==> config.mk <==
export PLATFORM = sky130hd
export DESIGN_NAME = audio_chan_fifo
export DESIGN_NICKNAME = d
export VERILOG_FILES = /design/src/rtl/acf_pkg.sv /design/src/rtl/acf_fifo.sv /design/src/rtl/acf_irq_ctrl.sv /design/src/rtl/audio_chan_fifo.sv
export SDC_FILE = /design/constraint.sdc
export NUM_CORES = 1
export LEC_CHECK = 0
export BUFFER_PORTS_ARGS = -buffer_cell sky130_fd_sc_hd__buf_2
export CORE_AREA = 2 2 215 217
export CTS_CLUSTER_DIAMETER = 30
export DETAILED_ROUTE_END_ITERATION = 8
export DIE_AREA = 0 0 217 219
export PLACE_DENSITY = 0.72
export SYNTH_ARGS = -nofsm -noshare
export SYNTH_HDL_FRONTEND = slang
export SYNTH_SLANG_ARGS = --single-unit
==> constraint.sdc <==
create_clock -name clk -period 6.7 [get_ports clk]
set_input_delay 1.675 -clock clk [delete_from_list [all_inputs] [get_ports clk]]
set_output_delay 1.675 -clock clk [all_outputs]
set_load 0.01 [all_outputs]
==> src/rtl/acf_pkg.sv <==
package acf_pkg;

  localparam int ADDR_W = 4;

  typedef enum logic [ADDR_W-1:0] {
    A_SMP_L    = 4'd0,
    A_SMP_R    = 4'd1,
    A_TX_TRIG  = 4'd2,
    A_RX_TRIG  = 4'd3,
    A_STATUS   = 4'd4,
    A_MASK     = 4'd5,
    A_TX_FLUSH = 4'd6,
    A_RX_FLUSH = 4'd7,
    A_TX_OVCLR = 4'd8,
    A_RX_OVCLR = 4'd9
  } acf_addr_e;

  // Status and mask bit positions (shared layout)
  localparam int BIT_RX_AVAIL = 0;
  localparam int BIT_RX_OVR   = 1;
  localparam int BIT_TX_LOW   = 4;
  localparam int BIT_TX_OVR   = 5;

  localparam logic [7:0] MASK_USED  = 8'h33;
  localparam logic [7:0] MASK_RESET = 8'h33;

endpackage

==> src/rtl/acf_fifo.sv <==
module acf_fifo #(
  parameter int W          = 32,
  parameter int DEPTH_LOG2 = 3,
  localparam int DEPTH     = 1 << DEPTH_LOG2,
  localparam int LVL_W     = DEPTH_LOG2 + 1
) (
  input  logic             clk,
  input  logic             rst_n,
  input  logic             flush,
  input  logic             push,
  input  logic [W-1:0]     push_data,
  input  logic             pop,
  output logic [W-1:0]     head,
  output logic [LVL_W-1:0] level,
  output logic             empty,
  output logic             drop
);

  logic [W-1:0]            mem [DEPTH];
  logic [DEPTH_LOG2-1:0]   wr_ptr, rd_ptr;
  logic [LVL_W-1:0]        count;
  logic                    full, do_push, do_pop;

  localparam logic [LVL_W-1:0] FULL_LVL = LVL_W'(DEPTH);

  assign full    = (count == FULL_LVL);
  assign empty   = (count == '0);
  assign do_push = push && !full && !flush;
  assign do_pop  = pop && !empty && !flush;
  assign drop    = push && full && !flush;
  assign head    = mem[rd_ptr];
  assign level   = count;

  always_ff @(posedge clk) begin
    if (do_push) mem[wr_ptr] <= push_data;
  end

  always_ff @(posedge clk) begin
    if (!rst_n || flush) begin
      wr_ptr <= '0;
      rd_ptr <= '0;
      count  <= '0;
    end else begin
      if (do_push) wr_ptr <= wr_ptr + 1'b1;
      if (do_pop)  rd_ptr <= rd_ptr + 1'b1;
      case ({do_push, do_pop})
        2'b10:   count <= count + 1'b1;
        2'b01:   count <= count - 1'b1;
        default: count <= count;
      endcase
    end
  end

endmodule

==> src/rtl/acf_irq_ctrl.sv <==
module acf_irq_ctrl
  import acf_pkg::*;
#(
  parameter int TRIG_W = 3,
  localparam int LVL_W = TRIG_W + 1
) (
  input  logic              clk,
  input  logic              rst_n,
  input  logic [LVL_W-1:0]  tx_level,
  input  logic [LVL_W-1:0]  rx_level,
  input  logic [TRIG_W-1:0] tx_trig,
  input  logic [TRIG_W-1:0] rx_trig,
  input  logic              tx_drop,
  input  logic              rx_drop,
  input  logic              tx_ovr_clr,
  input  logic              rx_ovr_clr,
  input  logic              mask_we,
  input  logic [7:0]        mask_wdata,
  output logic [7:0]        status,
  output logic [7:0]        mask,
  output logic              irq
);

  logic tx_ovr, rx_ovr;
  logic tx_low, rx_avail;
  logic [LVL_W-1:0] rx_need;

  assign rx_need  = {1'b0, rx_trig} + 1'b1;
  assign tx_low   = (tx_level <= {1'b0, tx_trig});
  assign rx_avail = (rx_level >= rx_need);

  always_ff @(posedge clk) begin
    if (!rst_n) begin
      tx_ovr <= 1'b0;
      rx_ovr <= 1'b0;
      mask   <= MASK_RESET;
    end else begin
      if (tx_drop)         tx_ovr <= 1'b1;
      else if (tx_ovr_clr) tx_ovr <= 1'b0;
      if (rx_drop)         rx_ovr <= 1'b1;
      else if (rx_ovr_clr) rx_ovr <= 1'b0;
      if (mask_we)         mask   <= mask_wdata & MASK_USED;
    end
  end

  always_comb begin
    status               = '0;
    status[BIT_RX_AVAIL] = rx_avail;
    status[BIT_RX_OVR]   = rx_ovr;
    status[BIT_TX_LOW]   = tx_low;
    status[BIT_TX_OVR]   = tx_ovr;
  end

  assign irq = |(status & ~mask & MASK_USED);

endmodule

==> src/rtl/audio_chan_fifo.sv <==
module audio_chan_fifo
  import acf_pkg::*;
#(
  parameter int SAMPLE_W = 16,
  parameter int BUS_W    = 32,
  parameter int FIFO_CFG = 2
) (
  input  logic                clk,
  input  logic                rst_n,
  input  logic [ADDR_W-1:0]   reg_addr,
  input  logic                reg_wr,
  input  logic [BUS_W-1:0]    reg_wdata,
  input  logic                reg_rd,
  output logic [BUS_W-1:0]    reg_rdata,
  output logic                tx_valid,
  input  logic                tx_ready,
  output logic [SAMPLE_W-1:0] tx_left,
  output logic [SAMPLE_W-1:0] tx_right,
  input  logic                rx_valid,
  input  logic [SAMPLE_W-1:0] rx_left,
  input  logic [SAMPLE_W-1:0] rx_right,
  output logic                irq
);

  localparam int DEPTH_LOG2 = FIFO_CFG + 1;
  localparam int DEPTH      = 1 << DEPTH_LOG2;
  localparam int TRIG_W     = DEPTH_LOG2;
  localparam int LVL_W      = DEPTH_LOG2 + 1;
  localparam int PAIR_W     = 2 * SAMPLE_W;
  localparam logic [TRIG_W-1:0] TRIG_RESET = TRIG_W'(DEPTH / 2 - 1);

  // Register decode
  logic wr_left, tx_push, rx_pop;
  logic tx_flush, rx_flush, tx_ovr_clr, rx_ovr_clr, mask_we;
  logic tx_trig_we, rx_trig_we;

  assign wr_left    = reg_wr && (reg_addr == A_SMP_L);
  assign tx_push    = reg_wr && (reg_addr == A_SMP_R);
  assign rx_pop     = reg_rd && (reg_addr == A_SMP_R);
  assign tx_trig_we = reg_wr && (reg_addr == A_TX_TRIG);
  assign rx_trig_we = reg_wr && (reg_addr == A_RX_TRIG);
  assign mask_we    = reg_wr && (reg_addr == A_MASK);
  assign tx_flush   = reg_wr && (reg_addr == A_TX_FLUSH) && reg_wdata[0];
  assign rx_flush   = reg_wr && (reg_addr == A_RX_FLUSH) && reg_wdata[0];
  assign tx_ovr_clr = reg_rd && (reg_addr == A_TX_OVCLR);
  assign rx_ovr_clr = reg_rd && (reg_addr == A_RX_OVCLR);

  // Staged left sample and trigger registers
  logic [SAMPLE_W-1:0] left_hold;
  logic [TRIG_W-1:0]   tx_trig, rx_trig;

  always_ff @(posedge clk) begin
    if (!rst_n) begin
      left_hold <= '0;
      tx_trig   <= TRIG_RESET;
      rx_trig   <= TRIG_RESET;
    end else begin
      if (wr_left)    left_hold <= reg_wdata[SAMPLE_W-1:0];
      if (tx_trig_we) tx_trig   <= reg_wdata[TRIG_W-1:0];
      if (rx_trig_we) rx_trig   <= reg_wdata[TRIG_W-1:0];
    end
  end

  // Transmit FIFO
  logic [PAIR_W-1:0] tx_head;
  logic [LVL_W-1:0]  tx_level;
  logic              tx_empty, tx_drop;

  acf_fifo #(.W(PAIR_W), .DEPTH_LOG2(DEPTH_LOG2)) u_tx_fifo (
    .clk       (clk),
    .rst_n     (rst_n),
    .flush     (tx_flush),
    .push      (tx_push),
    .push_data ({left_hold, reg_wdata[SAMPLE_W-1:0]}),
    .pop       (tx_ready),
    .head      (tx_head),
    .level     (tx_level),
    .empty     (tx_empty),
    .drop      (tx_drop)
  );

  assign tx_valid = !tx_empty;
  assign tx_left  = tx_head[PAIR_W-1:SAMPLE_W];
  assign tx_right = tx_head[SAMPLE_W-1:0];

  // Receive FIFO
  logic [PAIR_W-1:0] rx_head;
  logic [LVL_W-1:0]  rx_level;
  logic              rx_empty, rx_drop;

  acf_fifo #(.W(PAIR_W), .DEPTH_LOG2(DEPTH_LOG2)) u_rx_fifo (
    .clk       (clk),
    .rst_n     (rst_n),
    .flush     (rx_flush),
    .push      (rx_valid),
    .push_data ({rx_left, rx_right}),
    .pop       (rx_pop),
    .head      (rx_head),
    .level     (rx_level),
    .empty     (rx_empty),
    .drop      (rx_drop)
  );

  // Status, mask and interrupt
  logic [7:0] status, mask;

  acf_irq_ctrl #(.TRIG_W(TRIG_W)) u_irq (
    .clk        (clk),
    .rst_n      (rst_n),
    .tx_level   (tx_level),
    .rx_level   (rx_level),
    .tx_trig    (tx_trig),
    .rx_trig    (rx_trig),
    .tx_drop    (tx_drop),
    .rx_drop    (rx_drop),
    .tx_ovr_clr (tx_ovr_clr),
    .rx_ovr_clr (rx_ovr_clr),
    .mask_we    (mask_we),
    .mask_wdata (reg_wdata[7:0]),
    .status     (status),
    .mask       (mask),
    .irq        (irq)
  );

  // Read mux
  always_comb begin
    reg_rdata = '0;
    case (reg_addr)
      A_SMP_L:    reg_rdata[SAMPLE_W-1:0] = rx_empty ? '0 : rx_head[PAIR_W-1:SAMPLE_W];
      A_SMP_R:    reg_rdata[SAMPLE_W-1:0] = rx_empty ? '0 : rx_head[SAMPLE_W-1:0];
      A_TX_TRIG:  reg_rdata[TRIG_W-1:0]   = tx_trig;
      A_RX_TRIG:  reg_rdata[TRIG_W-1:0]   = rx_trig;
      A_STATUS:   reg_rdata[7:0]          = status;
      A_MASK:     reg_rdata[7:0]          = mask;
      A_TX_OVCLR: reg_rdata[0]            = status[BIT_TX_OVR];
      A_RX_OVCLR: reg_rdata[0]            = status[BIT_RX_OVR];
      default:    reg_rdata               = '0;
    endcase
  end

endmodule

After elaboration in Yosys (flattened, before gate mapping)
Memory sizes are Yosys's and may differ from the RTL's. A register that Yosys moved wholly into a read port is not among the register bits.
Cells that the tools add are included.

storage, ports and cells
  register bits after elaboration = 48
  memory bits (writable) = 512
  input port bits = 74
  output and inout bits = 66
  word-level logic and storage cells = 103
  memories = 2

cells by class
  add/subtract/negate cells = 9
  $lt $le $gt $ge = 2
  equal/unequal tests = 15
  multiplexer cells = 20
  bitwise logic cells = 2
  reduce and logical (&&, ||, !) cells = 41

memory list
  memory         depth  width  rd ports  clocked after memory_dff  write ports  line            text
  u_rx_fifo.mem  8      32     1         1                         1            acf_fifo.sv:19  logic [W-1:0] mem [DEPTH];
  u_tx_fifo.mem  8      32     1         1                         1            acf_fifo.sv:19

operator list
  kind                                                                    number
  16-bit two-way mux                                                      2
  1-bit logical AND                                                       24
  5-bit one-hot mux with 4 select lines                                   1
  4-bit by 3-bit equality test with 1-bit output (second input constant)  4
  4-bit equality test (second input constant)                             4
  4-bit one-hot mux with 2 select lines                                   2
  8-bit one-hot mux with 2 select lines                                   1
  3-bit by 1-bit adder with 3-bit output (second input constant)          4
  4-bit logical NOT                                                       3
  3-bit two-way mux                                                       4
  2-bit one-hot mux with 6 select lines                                   1
  4-bit by 1-bit adder with 4-bit output (second input constant)          2
  4-bit by 2-bit equality test with 1-bit output (second input constant)  2
  1-bit two-way mux                                                       8
  1-bit one-hot mux with 8 select lines                                   1
  2-bit nonzero test                                                      4
  4-bit by 1-bit subtractor with 4-bit output (second input constant)     2
  1-bit logical NOT                                                       7
  6-bit bitwise AND                                                       1
  6-bit inverter                                                          1
  3-bit by 1-bit adder with 4-bit output (second input constant)          1
  2-bit by 1-bit equality test with 1-bit output (second input constant)  2
  2-bit equality test (second input constant)                             2
  4-bit by 1-bit equality test with 1-bit output (second input constant)  1
  other kinds (4)                                                         5

Depth between registers and ports, before layout
  depth in word-level cells = 7
  mapped depth = 12
  mapped depth without buffers = 10

Modules after synthesis
Synthesis repeated with hierarchy kept, for this count alone.

unflattened totals
  cells, all modules = 1159
  area total of the unflattened synthesis = 23025.8 µm²

by module, submodules not included
  module                instances  cells an instance  area an instance (µm²)  seq. area each (µm²)
  acf_fifo (u_rx_fifo)  1          450                10551.4                 7947.6
  acf_fifo (u_tx_fifo)  1          450                10408.7                 7947.6
  audio_chan_fifo       1          196                1539.0                  440.4
  acf_irq_ctrl          1          63                 526.8                   120.1

Least setup slack after synthesis
Ideal clock, no wire load.

  path kind = input to register
  start = in reg_addr[1]
  end = mem u_tx_fifo.mem[1][0], enable pin
  arrival time = 5.896 ns
  data required time = 6.187 ns
  slack = 0.291 ns
  stages on the path = 4
  cell sequence = buf_4 > nor4b_4 > nand3_2 > nor4b_1

on the way
  word-level cells in the longest chain between the ends = 7

RTL lines
  element                                         line                   text
  from (decl)                                     audio_chan_fifo.sv:10  input logic [ADDR_W-1:0] reg_addr,
  4-bit by 3-bit equality test with 1-bit output  audio_chan_fifo.sv:43  assign tx_flush = reg_wr && (reg_addr == A_TX_FLUSH) && reg_wdata[0];
  1-bit logical AND (2 in a row)                  audio_chan_fifo.sv:43
  1-bit logical NOT                               acf_fifo.sv:28         assign do_push = push && !full && !flush;
  1-bit logical AND (*)                           acf_fifo.sv:28
  1-bit two-way mux (*)                           acf_fifo.sv:35         if (do_push) mem[wr_ptr] <= push_data;
  1-bit two-way mux (implied by the code) (*)     acf_fifo.sv:35
  to (decl)                                       acf_fifo.sv:19

Every way passes the cells marked *; elsewhere a longest branch is shown, timed or not.

Final worst setup path
  start = in reg_addr[0]
  end = out reg_rdata[5]

on the way
  word-level cells in the longest chain between the ends = 2

RTL lines
  element                                                                 line                    text
  4-bit by 3-bit equality test with 1-bit output (tied with other cells)  audio_chan_fifo.sv:128  case (reg_addr)
  5-bit one-hot mux with 4 select lines (*)                               audio_chan_fifo.sv:128
  to (decl)                                                               audio_chan_fifo.sv:14   output logic [BUS_W-1:0] reg_rdata,

Marks and branches as above.

==> impl_metrics.env <==
export IMPL_final_min_clock_period_ps=5080
export IMPL_ctsLongestPathBuffers=3
export IMPL_worst_slew_pin_transition_ps=1110
export IMPL_ys_top_cells_by_area="sky130_fd_sc_hd__edfxtp_1, sky130_fd_sc_hd__mux4_2, sky130_fd_sc_hd__dfxtp_1"
export IMPL_gpl_final_weighted_congestion=0.752
export IMPL_cts_buffers=102
export IMPL_fin_util_pct=60.1
export IMPL_outcome="complete, no violations"
export IMPL_synthDistinctLibCells=71
export IMPL_design_area_sq_um=27100
export IMPL_timing_critical_path_arrival_ps=3400
export IMPL_die_w_um=217
export IMPL_synthMostInstantiatedCell="sky130_fd_sc_hd__edfxtp_1"
export IMPL_synth_warnings=0
export IMPL_dieHeight_um=219
export IMPL_cp_start_kind="primary input"
export IMPL_clock_latency_ps=640
export IMPL_design_portCount=140
export IMPL_grt_max_degree=47
export IMPL_clk_pin_slew_worst_paths_ps=50
export IMPL_via_count_of_the_first_global_routing_pass=12000
export IMPL_post_route_cells_drive_above_1_share_pct=37.1
export IMPL_synth_main_ff_cell="sky130_fd_sc_hd__edfxtp_1"
export IMPL_critPathLaunch="reg_addr[0]"
export IMPL_netlist_area_pre_place_sq_um=22400
export IMPL_postCtsHoldBufs=0
export IMPL_p_per_area_nw_per_um2=342
export IMPL_detail_route_wl_per_cell_um=23.6
export IMPL_largest_area_contributor_in_the_netlist="sky130_fd_sc_hd__edfxtp_1"
export IMPL_fp_row_count=78
export IMPL_detailedRoute_firstIterationViolations=891
export IMPL_synth_async_reset_ratio_pct=0
export IMPL_yosysSeqAreaShare_pct=73.5
export IMPL_total_global_route_track_usage_pct=20.4
export IMPL_crit_chain="buf_2, nor4_4, buf_4, nand2_2, o22a_1, o21ai_0, buf_2"
export IMPL_critPathMostFrequentCell="sky130_fd_sc_hd__buf_2"
export IMPL_hp_class="reg -> reg"
export IMPL_post_route_drc_count=0
export IMPL_worst_clock_skew_ps=20.3
export IMPL_critPathCaptureType="output port"
export IMPL_grt_antenna_before_repair=8
export IMPL_grt_setup_unrepaired="false"
export IMPL_irDropWorstVdd_v=0.000293
export IMPL_finalSetupTns_ps=0
export IMPL_synthToLayoutAreaGrowth_pct=21.1
export IMPL_fin_nets=1387
export IMPL_leakagePower_nw=9.26
export IMPL_r2r_start="u_rx_fifo.level[1]$_SDFFE_PP0P_"
export IMPL_clock_fmax_mhz=197
export IMPL_synthesized_instance_count=1116
export IMPL_final_min_period_over_clock_period_pct=75.8
export IMPL_maxCapViolations=0
export IMPL_wire_length_of_the_first_global_routing_pass_um=71800
export IMPL_detailroute_wirelength_met3_um=3110
export IMPL_required_ps=5030
export IMPL_final_setup_viol_count=0
export IMPL_via_per_inst=5.67
export IMPL_worst_hold_startpoint="u_irq.mask[4]$_SDFFE_PN1P_"
export IMPL_detailed_place_area_sq_um=23600
export IMPL_port_buffers=107
export IMPL_clock_tree_htree_level_count=3
export IMPL_fp_dieArea_sq_um=47500
export IMPL_grt_overflow_total=0
export IMPL_drt_total_wl_um=46900
export IMPL_met1Wirelength_um=18000
export IMPL_floorplan_core_area_sq_um=45100
export IMPL_tritoncts_clock_tree="built"
export IMPL_synthDominantCellAreaShare_pct=68.7
export IMPL_layout_cells_non_filler=1986
export IMPL_worst_path_largest_cell_delay_ps=350
export IMPL_synth_top_cells_by_count="sky130_fd_sc_hd__edfxtp_1, sky130_fd_sc_hd__mux4_2, sky130_fd_sc_hd__dfxtp_1, sky130_fd_sc_hd__nand2_1, sky130_fd_sc_hd__mux2i_1"
export IMPL_via_count=11268
export IMPL_critPathMaxFanout=20
export IMPL_cts_setup_buffers=0
export IMPL_timing_max_slew_rel_slack_pct=26.1
export IMPL_synth_edff_count=512
export IMPL_cts_root_buffer="sky130_fd_sc_hd__clkbuf_16"
export IMPL_ffs_latches_synth=566
export IMPL_finalHoldViolations=0
export IMPL_initial_core_utilization_pct=49.6
export IMPL_post_cts_resized=0
export IMPL_worstSetupPathType="in -> out"
export IMPL_place_detailed_hpwl_um=25800
export IMPL_top_layer="met5"
export IMPL_met2_length_um=24600
export IMPL_total_power_mw=9.28
export IMPL_firstDrtPassIters=5
export IMPL_route_antenna_remaining_nets=0
export IMPL_clkSinkCount=566
export IMPL_post_place_cells=1791
export IMPL_crit_path_top_delay_cell="sky130_fd_sc_hd__o22a_1"
export IMPL_syn_avg_cell_area_sq_um=20.1
export IMPL_slew_viol_final=0
## state kept, by name, summed over array words and instances, names as in the netlist, 3 cells and up, named ones only
name	count
u_rx_fifo.mem	256
u_tx_fifo.mem	256
left_hold	16
u_irq.mask	4
u_rx_fifo.level	4
u_tx_fifo.level	4
rx_trig	3
tx_trig	3
u_rx_fifo.rd_ptr	3
u_rx_fifo.wr_ptr	3
u_tx_fifo.rd_ptr	3
u_tx_fifo.wr_ptr	3
## cells in the final DEF (no fill, tap or decap), types with 5 or more instances in the layout
master and instances:
sky130_fd_sc_hd__conb_1 16, sky130_fd_sc_hd__mux2i_1 44, sky130_fd_sc_hd__edfxtp_1 512, sky130_fd_sc_hd__a22oi_1 9, sky130_fd_sc_hd__clkbuf_1 5, sky130_fd_sc_hd__o22ai_1 13
sky130_fd_sc_hd__inv_6 10, sky130_fd_sc_hd__nand2b_1 7, sky130_fd_sc_hd__nor2_4 8, sky130_fd_sc_hd__buf_4 25, sky130_fd_sc_hd__a21boi_1 10, sky130_fd_sc_hd__nand2_1 52
sky130_fd_sc_hd__mux4_2 128, sky130_fd_sc_hd__clkinv_2 22, sky130_fd_sc_hd__dfxtp_1 48, sky130_fd_sc_hd__inv_1 15, sky130_fd_sc_hd__clkinv_1 8, sky130_fd_sc_hd__ha_1 18
sky130_fd_sc_hd__nor3_2 5, sky130_fd_sc_hd__clkinvlp_4 12, sky130_fd_sc_hd__a21boi_0 7, sky130_fd_sc_hd__nor2_1 23, sky130_fd_sc_hd__a21oi_1 10, sky130_fd_sc_hd__mux2_2 33
sky130_fd_sc_hd__clkinv_4 12, sky130_fd_sc_hd__clkbuf_16 105, sky130_fd_sc_hd__bufinv_16 10, sky130_fd_sc_hd__o21ai_0 7, sky130_fd_sc_hd__buf_2 107, sky130_fd_sc_hd__xor2_1 11
## metal layers
metal | vias up | global-route usage [%]
li1 | 4929 | -
met1 | 5826 | 24.5
met2 | 397 | 35.4
met3 | 108 | 5.28
met4 | 8 | 8.17
met5 | - | 0
## kinds of logic after synthesis
kind of cell | Yosys count | synth area share, %
flip-flops | 566 | 73.5
multiplexers | 205 | 16.5
AND/OR/NAND/NOR | 140 | 3.40
buffers and inverters | 89 | 2.24
AO/OA/AOI/OAI | 84 | 2.77
adder cells (fa/ha/maj) | 18 | 1.01
XOR/XNOR | 13 | 0.509
other | 1 | 0.0168
## through the flow
step	hold slack (ps)	setup slack, ps
floorplan	459	291
global placement	488	1570
detailed placement	498	1590
CTS	510	1580
global route	545	1520
finish	501	1620
## cell type report
type	instances	area (sq um)
tap	600	751
inverter	16	60.1
clock buffer	112	2670
multi-input combinational	476	5580
clock inverter	80	818
fill	3120	18000
antenna	3	7.51
sequential	566	16500
timing repair buffer	133	743
## worst paths after layout
| kind | endpoint | cells past startpoint | slack [ps] |
|---|---|---|---|
| setup / recovery | reg_rdata[5] | 7 | 1620 |
| hold / removal | u_irq.mask[4]$_SDFFE_PN1P_ | 2 | 500 |
| setup reg to reg | u_rx_fifo.level[2]$_SDFFE_PP0P_ | 10 | 3800 |
| hold reg to reg | u_irq.mask[4]$_SDFFE_PN1P_ | 2 | 500 |
## power by group
group          leakage [nW]  internal [mW]  switching (mW)
clock network          1.70           3.30            1.79
logic                  2.31          0.109           0.153
registers              5.26           3.89          0.0322
## worst max-delay path: cells and delay by family
kind | cells | cell delay [ps]
buffers and inverters | 3 | 670
AND/OR/NAND/NOR | 2 | 590
AO/OA/AOI/OAI | 2 | 470
(Power assumes the default switching activity.)
